==> config.mk <==
export PLATFORM = sky130hd
export DESIGN_NAME = pwm_burst_bank
export DESIGN_NICKNAME = d
export VERILOG_FILES = /design/src/rtl/pwm_bank_pkg.sv /design/src/rtl/pwm_bank_ctrl.sv /design/src/rtl/pwm_cfg_regs.sv /design/src/rtl/pwm_chan.sv /design/src/rtl/pwm_burst_bank.sv
export SDC_FILE = /design/constraint.sdc
export NUM_CORES = 2
export LEC_CHECK = 0
export BUFFER_PORTS_ARGS = -buffer_cell sky130_fd_sc_hd__buf_2
export CAP_MARGIN = 10
export CORE_MARGIN = 5
export CORE_UTILIZATION = 35
export CTS_BUF_LIST = sky130_fd_sc_hd__clkbuf_8
export CTS_CLUSTER_DIAMETER = 120
export DETAILED_ROUTE_END_ITERATION = 8
export HOLD_SLACK_MARGIN = 0.03
export SETUP_SLACK_MARGIN = 0.3
export SYNTH_ARGS = -nofsm -noshare
export SYNTH_HDL_FRONTEND = slang
export SYNTH_SLANG_ARGS = --single-unit
==> constraint.sdc <==
create_clock -name clk -period 4.46 [get_ports clk]
set_clock_uncertainty 0.2 [all_clocks]
set_input_delay 1.115 -clock clk [delete_from_list [all_inputs] [get_ports clk]]
set_output_delay 1.115 -clock clk [all_outputs]
set_load 0.05 [all_outputs]
==> src/rtl/pwm_bank_pkg.sv <==
package pwm_bank_pkg;

   // Field selector of the configuration port
   typedef enum logic [1:0] {
      SEL_PERIOD = 2'd0,
      SEL_DUTY   = 2'd1,
      SEL_PHASE  = 2'd2,
      SEL_NONE   = 2'd3
   } cfg_sel_e;

   // Shortest period the counters support, in clock cycles
   localparam int MIN_PERIOD = 2;

endpackage

==> src/rtl/pwm_bank_ctrl.sv <==
module pwm_bank_ctrl (
   input  logic clk,
   input  logic rst_n,
   input  logic start,
   input  logic gate,
   output logic run_q,
   output logic run_d
);

   // idle -> run only on a gated start; run -> idle when the gate falls
   always_comb begin
      if (run_q) run_d = gate;
      else       run_d = start & gate;
   end

   always_ff @(posedge clk) begin
      if (!rst_n) run_q <= 1'b0;
      else        run_q <= run_d;
   end

   AST_LAUNCH_NEEDS_GATE: assert property (@(posedge clk) disable iff (!rst_n)
      $rose(run_q) |-> $past(start & gate));

   AST_GATE_STOPS: assert property (@(posedge clk) disable iff (!rst_n)
      (run_q && !gate) |=> !run_q);

endmodule

==> src/rtl/pwm_cfg_regs.sv <==
module pwm_cfg_regs
   import pwm_bank_pkg::*;
#(
   parameter int NUM_CH = 8,
   parameter int CNT_W  = 16,
   parameter int CH_W   = 3
) (
   input  logic                    clk,
   input  logic                    rst_n,
   input  logic                    busy,
   input  logic                    we,
   input  logic [CH_W-1:0]         ch,
   input  logic [1:0]              sel,
   input  logic [CNT_W-1:0]        data,
   output logic [NUM_CH*CNT_W-1:0] per_flat,
   output logic [NUM_CH*CNT_W-1:0] duty_flat,
   output logic [NUM_CH*CNT_W-1:0] ph_flat
);

   localparam logic [CNT_W-1:0] PER_RST = CNT_W'(MIN_PERIOD);

   logic wr_ok;
   assign wr_ok = we & ~busy;

   for (genvar g = 0; g < NUM_CH; g++) begin : g_ch
      logic hit;
      logic [CNT_W-1:0] per_q, duty_q, ph_q;

      assign hit = wr_ok && (int'(ch) == g);

      always_ff @(posedge clk) begin
         if (!rst_n) begin
            per_q  <= PER_RST;
            duty_q <= '0;
            ph_q   <= '0;
         end else if (hit) begin
            case (sel)
               SEL_PERIOD: per_q  <= data;
               SEL_DUTY:   duty_q <= data;
               SEL_PHASE:  ph_q   <= data;
               default:    ; // SEL_NONE: no field
            endcase
         end
      end

      assign per_flat [g*CNT_W +: CNT_W] = per_q;
      assign duty_flat[g*CNT_W +: CNT_W] = duty_q;
      assign ph_flat  [g*CNT_W +: CNT_W] = ph_q;
   end

   AST_CFG_FROZEN: assert property (@(posedge clk) disable iff (!rst_n)
      busy |=> ($stable(per_flat) && $stable(duty_flat) && $stable(ph_flat)));

endmodule

==> src/rtl/pwm_chan.sv <==
module pwm_chan
   import pwm_bank_pkg::*;
#(
   parameter int CNT_W   = 16,
   parameter bit OUT_REG = 1'b0
) (
   input  logic             clk,
   input  logic             rst_n,
   input  logic             run_q,
   input  logic             run_d,
   input  logic [CNT_W-1:0] per,
   input  logic [CNT_W-1:0] duty,
   input  logic [CNT_W-1:0] ph,
   output logic             pwm_o
);

   localparam logic [CNT_W-1:0] MIN_P = CNT_W'(MIN_PERIOD);

   logic [CNT_W-1:0] eff_per;
   logic [CNT_W-1:0] cnt_q, cnt_d;
   logic             at_last;

   assign eff_per = (per < MIN_P) ? MIN_P : per;
   assign at_last = (cnt_q >= eff_per - CNT_W'(1));

   // Idle and launch both (re)load the offset; running counts and wraps
   always_comb begin
      if (!run_d || !run_q) cnt_d = ph;
      else if (at_last)     cnt_d = '0;
      else                  cnt_d = cnt_q + CNT_W'(1);
   end

   always_ff @(posedge clk) begin
      if (!rst_n) cnt_q <= '0;
      else        cnt_q <= cnt_d;
   end

   if (OUT_REG) begin : g_out_reg
      logic out_q;
      always_ff @(posedge clk) begin
         if (!rst_n) out_q <= 1'b0;
         else        out_q <= run_d & (cnt_d < duty);
      end
      assign pwm_o = out_q;
   end else begin : g_out_comb
      assign pwm_o = run_q & (cnt_q < duty);
   end

   AST_CNT_WRAP: assert property (@(posedge clk) disable iff (!rst_n)
      (run_q && run_d && at_last) |=> (cnt_q == '0));

   AST_DUTY_ZERO: assert property (@(posedge clk) disable iff (!rst_n)
      (duty == '0) |-> !pwm_o);

   AST_DUTY_FULL: assert property (@(posedge clk) disable iff (!rst_n)
      (run_q && $past(run_q) && duty >= eff_per) |-> pwm_o);

endmodule

==> src/rtl/pwm_burst_bank.sv <==
module pwm_burst_bank
   import pwm_bank_pkg::*;
#(
   parameter int NUM_CH  = 8,
   parameter int CNT_W   = 16,
   parameter bit OUT_REG = 1'b0,
   parameter int CH_W    = (NUM_CH > 1) ? $clog2(NUM_CH) : 1
) (
   input  logic              clk,
   input  logic              rst_n,
   input  logic              cfg_we,
   input  logic [CH_W-1:0]   cfg_ch,
   input  logic [1:0]        cfg_sel,
   input  logic [CNT_W-1:0]  cfg_data,
   input  logic              start,
   input  logic              gate,
   output logic [NUM_CH-1:0] pwm_out
);

   localparam int FLAT_W = NUM_CH * CNT_W;

   if (NUM_CH < 1) begin : g_bad_ch
      $error("pwm_burst_bank: NUM_CH must be at least 1");
   end
   if (CNT_W < 2) begin : g_bad_w
      $error("pwm_burst_bank: CNT_W must be at least 2");
   end
   if ((1 << CH_W) < NUM_CH) begin : g_bad_chw
      $error("pwm_burst_bank: CH_W too narrow for NUM_CH");
   end

   logic run_q, run_d;
   logic [FLAT_W-1:0] per_flat, duty_flat, ph_flat;

   pwm_bank_ctrl i_ctrl (
      .clk   (clk),
      .rst_n (rst_n),
      .start (start),
      .gate  (gate),
      .run_q (run_q),
      .run_d (run_d)
   );

   pwm_cfg_regs #(
      .NUM_CH (NUM_CH),
      .CNT_W  (CNT_W),
      .CH_W   (CH_W)
   ) i_cfg (
      .clk       (clk),
      .rst_n     (rst_n),
      .busy      (run_q | run_d),
      .we        (cfg_we),
      .ch        (cfg_ch),
      .sel       (cfg_sel),
      .data      (cfg_data),
      .per_flat  (per_flat),
      .duty_flat (duty_flat),
      .ph_flat   (ph_flat)
   );

   for (genvar g = 0; g < NUM_CH; g++) begin : g_chan
      pwm_chan #(
         .CNT_W   (CNT_W),
         .OUT_REG (OUT_REG)
      ) i_chan (
         .clk   (clk),
         .rst_n (rst_n),
         .run_q (run_q),
         .run_d (run_d),
         .per   (per_flat [g*CNT_W +: CNT_W]),
         .duty  (duty_flat[g*CNT_W +: CNT_W]),
         .ph    (ph_flat  [g*CNT_W +: CNT_W]),
         .pwm_o (pwm_out[g])
      );
   end

   AST_IDLE_LOW: assert property (@(posedge clk) disable iff (!rst_n)
      !run_q |-> (pwm_out == '0));

endmodule

### Word level (Yosys, flattened, before mapping)

Index checks and enable logic that the tools add are counted.

| cells by class | value |
|---|---|
| magnitude comparators | 24 |
| reduce and logical (&&, ||, !) cells | 37 |
| add/sub/neg operators | 16 |
| bitwise gates (word level) | 12 |
| equal/unequal tests | 9 |
| muxes and demuxes | 25 |

Operators with widths:

| cell | number |
|---|---|
| 16-bit 2-to-1 mux | 24 |
| 16-bit by 1-bit adder with 16-bit output, second input constant | 8 |
| 16-bit greater-or-equal comparator | 8 |
| 16-bit < comparator | 8 |
| 16-bit by 2-bit < comparator with 1-bit output, second input constant | 8 |
| 16-bit by 1-bit subtractor with 16-bit output, second input constant | 8 |
| 2-bit AND reduction | 24 |
| 3-bit == test, second input constant | 4 |
| 1-bit AND | 10 |
| 1-bit logical AND | 8 |
| 3-bit by 2-bit == test with 1-bit output, second input constant | 2 |
| 3-bit by 1-bit == test with 1-bit output, second input constant | 1 |
| 3-bit zero test | 1 |
| 2-bit by 1-bit == test with 1-bit output, second input constant | 1 |
| 2-bit == test, second input constant | 1 |
| 1-bit zero test | 2 |
| 2-bit zero test | 1 |
| 1-bit logical OR | 1 |
| 1-bit 2-to-1 mux | 1 |
| 1-bit NOT | 1 |
| 1-bit OR | 1 |

| storage, ports and cells | value |
|---|---|
| word-level logic and storage cells | 156 |
| register bits | 513 |
| output and inout bits | 8 |

### Longest topological paths before layout

| logic depth | value |
|---|---|
| depth in word-level cells | 7 |
| gate-level depth with buffers | 18 |
| gate-level depth less buffers | 16 |

### Modules after synthesis

From an unflattened synthesis, not the netlist that was laid out.

| unflattened totals | value |
|---|---|
| cells, all modules | 3128 |
| area, all modules | 28073.2 sq um |

Modules (own cells, without submodules):

| module | cells each | area each (sq um) | instances |
|---|---|---|---|
| pwm_cfg_regs | 1323 | 13849.5 | 1 |
| pwm_chan at g_chan[0].i_chan ... | 225 | 1770.4 | 6 |
| pwm_chan at g_chan[7].i_chan | 226 | 1801.7 | 1 |
| pwm_chan at g_chan[3].i_chan | 225 | 1755.4 | 1 |
| pwm_bank_ctrl | 3 | 37.5 | 1 |
| pwm_burst_bank | 1 | 6.3 | 1 |

### Least setup slack after synthesis

OpenSTA, ideal clock, no wires.

| path | value |
|---|---|
| path kind | register to register |
| from | register i_cfg.g_ch[0].per_q[10] |
| to | register g_chan[0].i_chan.cnt_q[10] |
| data required time | 4.132 ns |
| slack | 0.073 ns |
| period minus slack after synthesis | 4.387 ns |
| data arrival time | 4.058 ns |
| cell stages (with the launch flop) | 16 |
| path through | dfxtp_1 -> nor4_1 -> or3b_2 -> nor4_1 -> nand2b_1 -> ha_1 -> nand2b_1 -> nor2_1 -> nand2_1 -> xor2_1 -> ha_1 -> and4_1 -> nand3_1 -> o311ai_0 -> clkbuf_1 -> o21ai_0 |

| between the ends | value |
|---|---|
| longest elaborated chain between the ends | 6 |

RTL lines:

| item | RTL line | RTL |
|---|---|---|
| from (decl) | pwm_cfg_regs.sv:27 | `logic [CNT_W-1:0] per_q, duty_q, ph_q;` |
| from (signal assigned) | pwm_cfg_regs.sv:38 | `SEL_PERIOD: per_q <= data;` |
| 16-bit by 2-bit < comparator with 1-bit output | pwm_chan.sv:23 | `assign eff_per = (per < MIN_P) ? MIN_P : per;` |
| 16-bit 2-to-1 mux (*) | pwm_chan.sv:23 |  |
| 16-bit by 1-bit subtractor with 16-bit output (*) | pwm_chan.sv:24 | `assign at_last = (cnt_q >= eff_per - CNT_W'(1));` |
| 16-bit greater-or-equal comparator (*) | pwm_chan.sv:24 |  |
| 16-bit 2-to-1 mux (*) | pwm_chan.sv:29 | `else if (at_last) cnt_d = '0;` |
| 16-bit 2-to-1 mux (*) | pwm_chan.sv:28 | `if (!run_d \|\| !run_q) cnt_d = ph;` |
| to (signal assigned) | pwm_chan.sv:35 | `else cnt_q <= cnt_d;` |
| to (decl) | pwm_chan.sv:20 | `logic [CNT_W-1:0] cnt_q, cnt_d;` |

Every way passes the cells marked *; elsewhere a longest branch is shown, timed or not.
A chain may end at the register's enable or synchronous reset.

### Final worst setup path

| path | value |
|---|---|
| from | register g_chan[3].i_chan.cnt_q[7] |
| to | output pwm_out[3] |

| between the ends | value |
|---|---|
| longest elaborated chain between the ends | 2 |

RTL lines:

| item | RTL line | RTL |
|---|---|---|
| from (decl) | pwm_chan.sv:20 |  |
| from (signal assigned) | pwm_chan.sv:35 |  |
| 16-bit < comparator | pwm_chan.sv:46 | `assign pwm_o = run_q & (cnt_q < duty);` |
| 1-bit AND | pwm_chan.sv:46 |  |
| to (decl) | pwm_burst_bank.sv:17 | `output logic [NUM_CH-1:0] pwm_out` |

Every way passes these cells.

==> qor.yml <==
outcome:
  status: "finished clean"
floorplan:
  die_h_um: 300
  start_util_pct: 35.3
  coreArea_um2: 83600
  die_x_um: 300
  num_rows: 106
  io_pins: 34
  dieArea_um2: 90100
place:
  port_buffers: 33
  gp_congestion: 0.817
  dpl.hpwl_um: 52100
  place_inst: 4653
  dpl_cell_area_um2: 30800
  post-place-ws_ns: 0.0736
sta:
  fmax_mhz: 247
  worst_slew_pin_slew_ns: 1.16
  whs_ns: 0.243
  relSlewSlack_pct: 22.7
  fin_crit_ns: 4.05
  rsz0062_at_grt: "false"
  maxSlewViolCount: 0
  final_hold_viol_count: 0
  post-route-period-util_pct: 90.7
  final-setup-viol-count: 0
  finalWorstSetupSlack_ns: 0.415
  tns_ns: 0
setup_path:
  reg2reg_slack_ns: 0.51
  path_max_fanout: 7
  cp.required_ns: 3.14
  critPathCaptureType: "output port"
  cp_data_arrival_time_ns: 2.73
  critPathLaunchType: "register"
  crit_type: "register to output port"
layout:
  fin_area_um2: 33200
  final_cell_count_no_fill: 4833
  utilization_pct: 39.8
  syn2layout_area_growth_pct: 12.8
  seqCellArea_um2: 10300
  drive_above_1_share_pct: 10.0
  num-fill-cells: 8494
  fin_nets: 3974
  multi_input_area_um2: 18300
drt:
  drt_wl_total_um: 83700
  vias: 25600
  wire_per_inst_um: 17.3
  antenna_left: 0
  dr.first_iter.drc_count: 1758
  drc_errors: 0
  drt_first_pass_iters: 5
  vias_per_cell: 5.29
yosys:
  synth_mux_area_share_pct: 1.31
  synth-simple-area-share_pct: 22.1
  ys.flop_type: "dfxtp_1"
  synth_cells: 3685
  yosys_register_bits: 513
  async_reset_ff_share_pct: 0
  postSynthAreaPerCell_um2: 8.00
  synth-xor-area-share_pct: 4.87
  synthAdderAreaFrac_pct: 11.2
  synth_warnings: 0
  synth_top_family_by_area: "simple AND/OR/NAND/NOR gates"
  synth_compound_area_share_pct: 21.0
  ys_seq_area_share_pct: 34.8
  synth_nets: 3975
  synth_cell_types: 67
  synth_area_um2: 29500
  synth_edf_count: 0
run:
  maxCapViolations: 0
clock_network:
  insertion_delay_ns: 0.69
  clockRootBuffer: "clkbuf_8"
  cts_tree: "done"
  cts_buffer_depth: 3
  clock_sinks: 513
  htree_levels: 3
  cts_buffers: 94
  clkTransAtPathRegs_ns: 0.06
grt:
  grt_overflow: 0
  grt_pass1_vias: 23600
  antenna_found_initial: 6
  grt_use_total_pct: 17.9
  grt_pass1_wl_um: 132000
  grt_max_degree: 126
power:
  ir_drop_uv: 191
  p_per_area_nw_per_um2: 293
  p_leak_nw: 11.6
  power_mw: 9.75
min_path:
  min_path_type: "register to register"
-- worst paths after layout --
check,from,endpoint,cells past startpoint
setup / recovery,g_chan[3].i_chan.cnt_q[7]$_SDFF_PN0_,pwm_out[3],7
hold / removal,i_cfg.g_ch[5].ph_q[4]$_SDFFE_PN0P_,g_chan[5].i_chan.cnt_q[4]$_SDFF_PN0_,2
hold reg to reg,i_cfg.g_ch[5].ph_q[4]$_SDFFE_PN0P_,g_chan[5].i_chan.cnt_q[4]$_SDFF_PN0_,2
setup reg to reg,i_cfg.g_ch[7].per_q[3]$_SDFFE_PN0P_,g_chan[7].i_chan.cnt_q[10]$_SDFF_PN0_,11
-- where the power goes --
group / leakage (nW) / internal (mW) / switching (mW)
combinational: 6.36 / 0.175 / 0.420
sequential: 4.14 / 4.61 / 0.0275
clock: 1.07 / 2.47 / 2.05
total: 11.6 / 7.25 / 2.50
-- synthesized netlist by cell type (all sizes together) (9+ instances only) --
cell type / number / area, um^2
nand2: 792 / 2970
dfxtp: 513 / 10300
a21boi: 359 / 2700
ha: 264 / 3300
clkbuf: 191 / 717
a21oi: 178 / 891
o21ai: 176 / 881
nand3: 166 / 831
inv: 143 / 537
nor2: 126 / 473
xnor2: 99 / 867
xor2: 65 / 569
nor2b: 48 / 300
nand4: 45 / 282
nor3: 45 / 225
nand2b: 39 / 244
nor4: 36 / 225
mux2i: 34 / 340
a211oi: 31 / 233
o31ai: 30 / 239
and4: 27 / 236
a21o: 25 / 188
and3: 25 / 156
buf: 24 / 129
or3: 17 / 108
or4: 16 / 128
a221oi: 15 / 131
nand3b: 14 / 105
a2111oi: 13 / 114
a22oi: 13 / 97.6
a311o: 11 / 110
a31oi: 11 / 68.8
a41oi: 11 / 96.3
a221o: 9 / 90.1
a32oi: 9 / 78.8
and2: 9 / 57.6
-- routing by layer --
layer | GRT usage, % | vias up | part of all wire (%)
met5 | 0 | - | 0.0096
met4 | 5.93 | 2 | 3.1
met3 | 2.86 | 147 | 4.8
met2 | 29.1 | 528 | 46
met1 | 24.2 | 12000 | 47
li1 | - | 12900 | -
-- repair_timing --
| action | 4_1_cts | 5_1_grt |
|---|---|---|
| hold endpoints to repair | 0 | 0 |
| hold buffers | 0 | 0 |
| setup buffers | 0 | 14 |
| gates resized for setup | 43 | 89 |
| gates cloned | 0 | 1 |
| pin swaps | 5 | 23 |
| endpoints found under the setup margin | 78 | 135 |
-- worst max-delay path, stage by stage (launching register included) --
cell and delay (ns):
dfxtp_1 0.51, ha_1 0.31, nand2_1 0.09, nor2_1 0.05
a2111oi_0 0.39, o21ai_1 0.16, a21oi_2 0.34, buf_6 0.21
-- placed cells by master, fill, tap and decap left out, types with 25 or more instances in the layout --
| master | count |
|---|---|
| ha_1 | 260 |
| nand3_1 | 165 |
| o21ai_0 | 162 |
| a21oi_1 | 169 |
| a21boi_0 | 358 |
| nor2b_1 | 46 |
| xnor2_1 | 99 |
| and4_1 | 27 |
| nand4_1 | 45 |
| dfxtp_1 | 493 |
| mux2i_1 | 34 |
| nand2_1 | 790 |
| a21o_1 | 25 |
| buf_2 | 26 |
| buf_4 | 85 |
| and3_1 | 25 |
| nor3_1 | 35 |
| inv_1 | 170 |
| nand2b_1 | 35 |
| clkbuf_8 | 117 |
| xor2_1 | 65 |
| nor2_1 | 121 |
| a211oi_1 | 31 |
-- sequential cells by signal, indices dropped and copies added, names as in the netlist --
register and count:
g_chan.i_chan.cnt_q 128, i_cfg.g_ch.duty_q 128, i_cfg.g_ch.per_q 128, i_cfg.g_ch.ph_q 128, i_ctrl.run_q 1
-- area by class of cell --
class / count / share of cell area (%)
Antenna cell: 2 / 0.0151
Tap cell: 1080 / 4.06
Clock inverter: 46 / 0.790
Clock buffer: 117 / 4.84
Timing Repair Buffer: 118 / 2.59
Multi-Input combinational cell: 2814 / 55.1
Inverter: 143 / 1.61
Sequential cell: 513 / 31.0
-- cell families after synthesis --
family                   count (synthesis)
AO/OA/AOI/OAI                          922
XOR/XNOR                               164
adder cells (fa/ha/maj)                264
buffers and inverters                  358
flip-flops                             513
multiplexers                            38
AND/OR/NAND/NOR                       1426
Power figures use the tool's default switching activity.
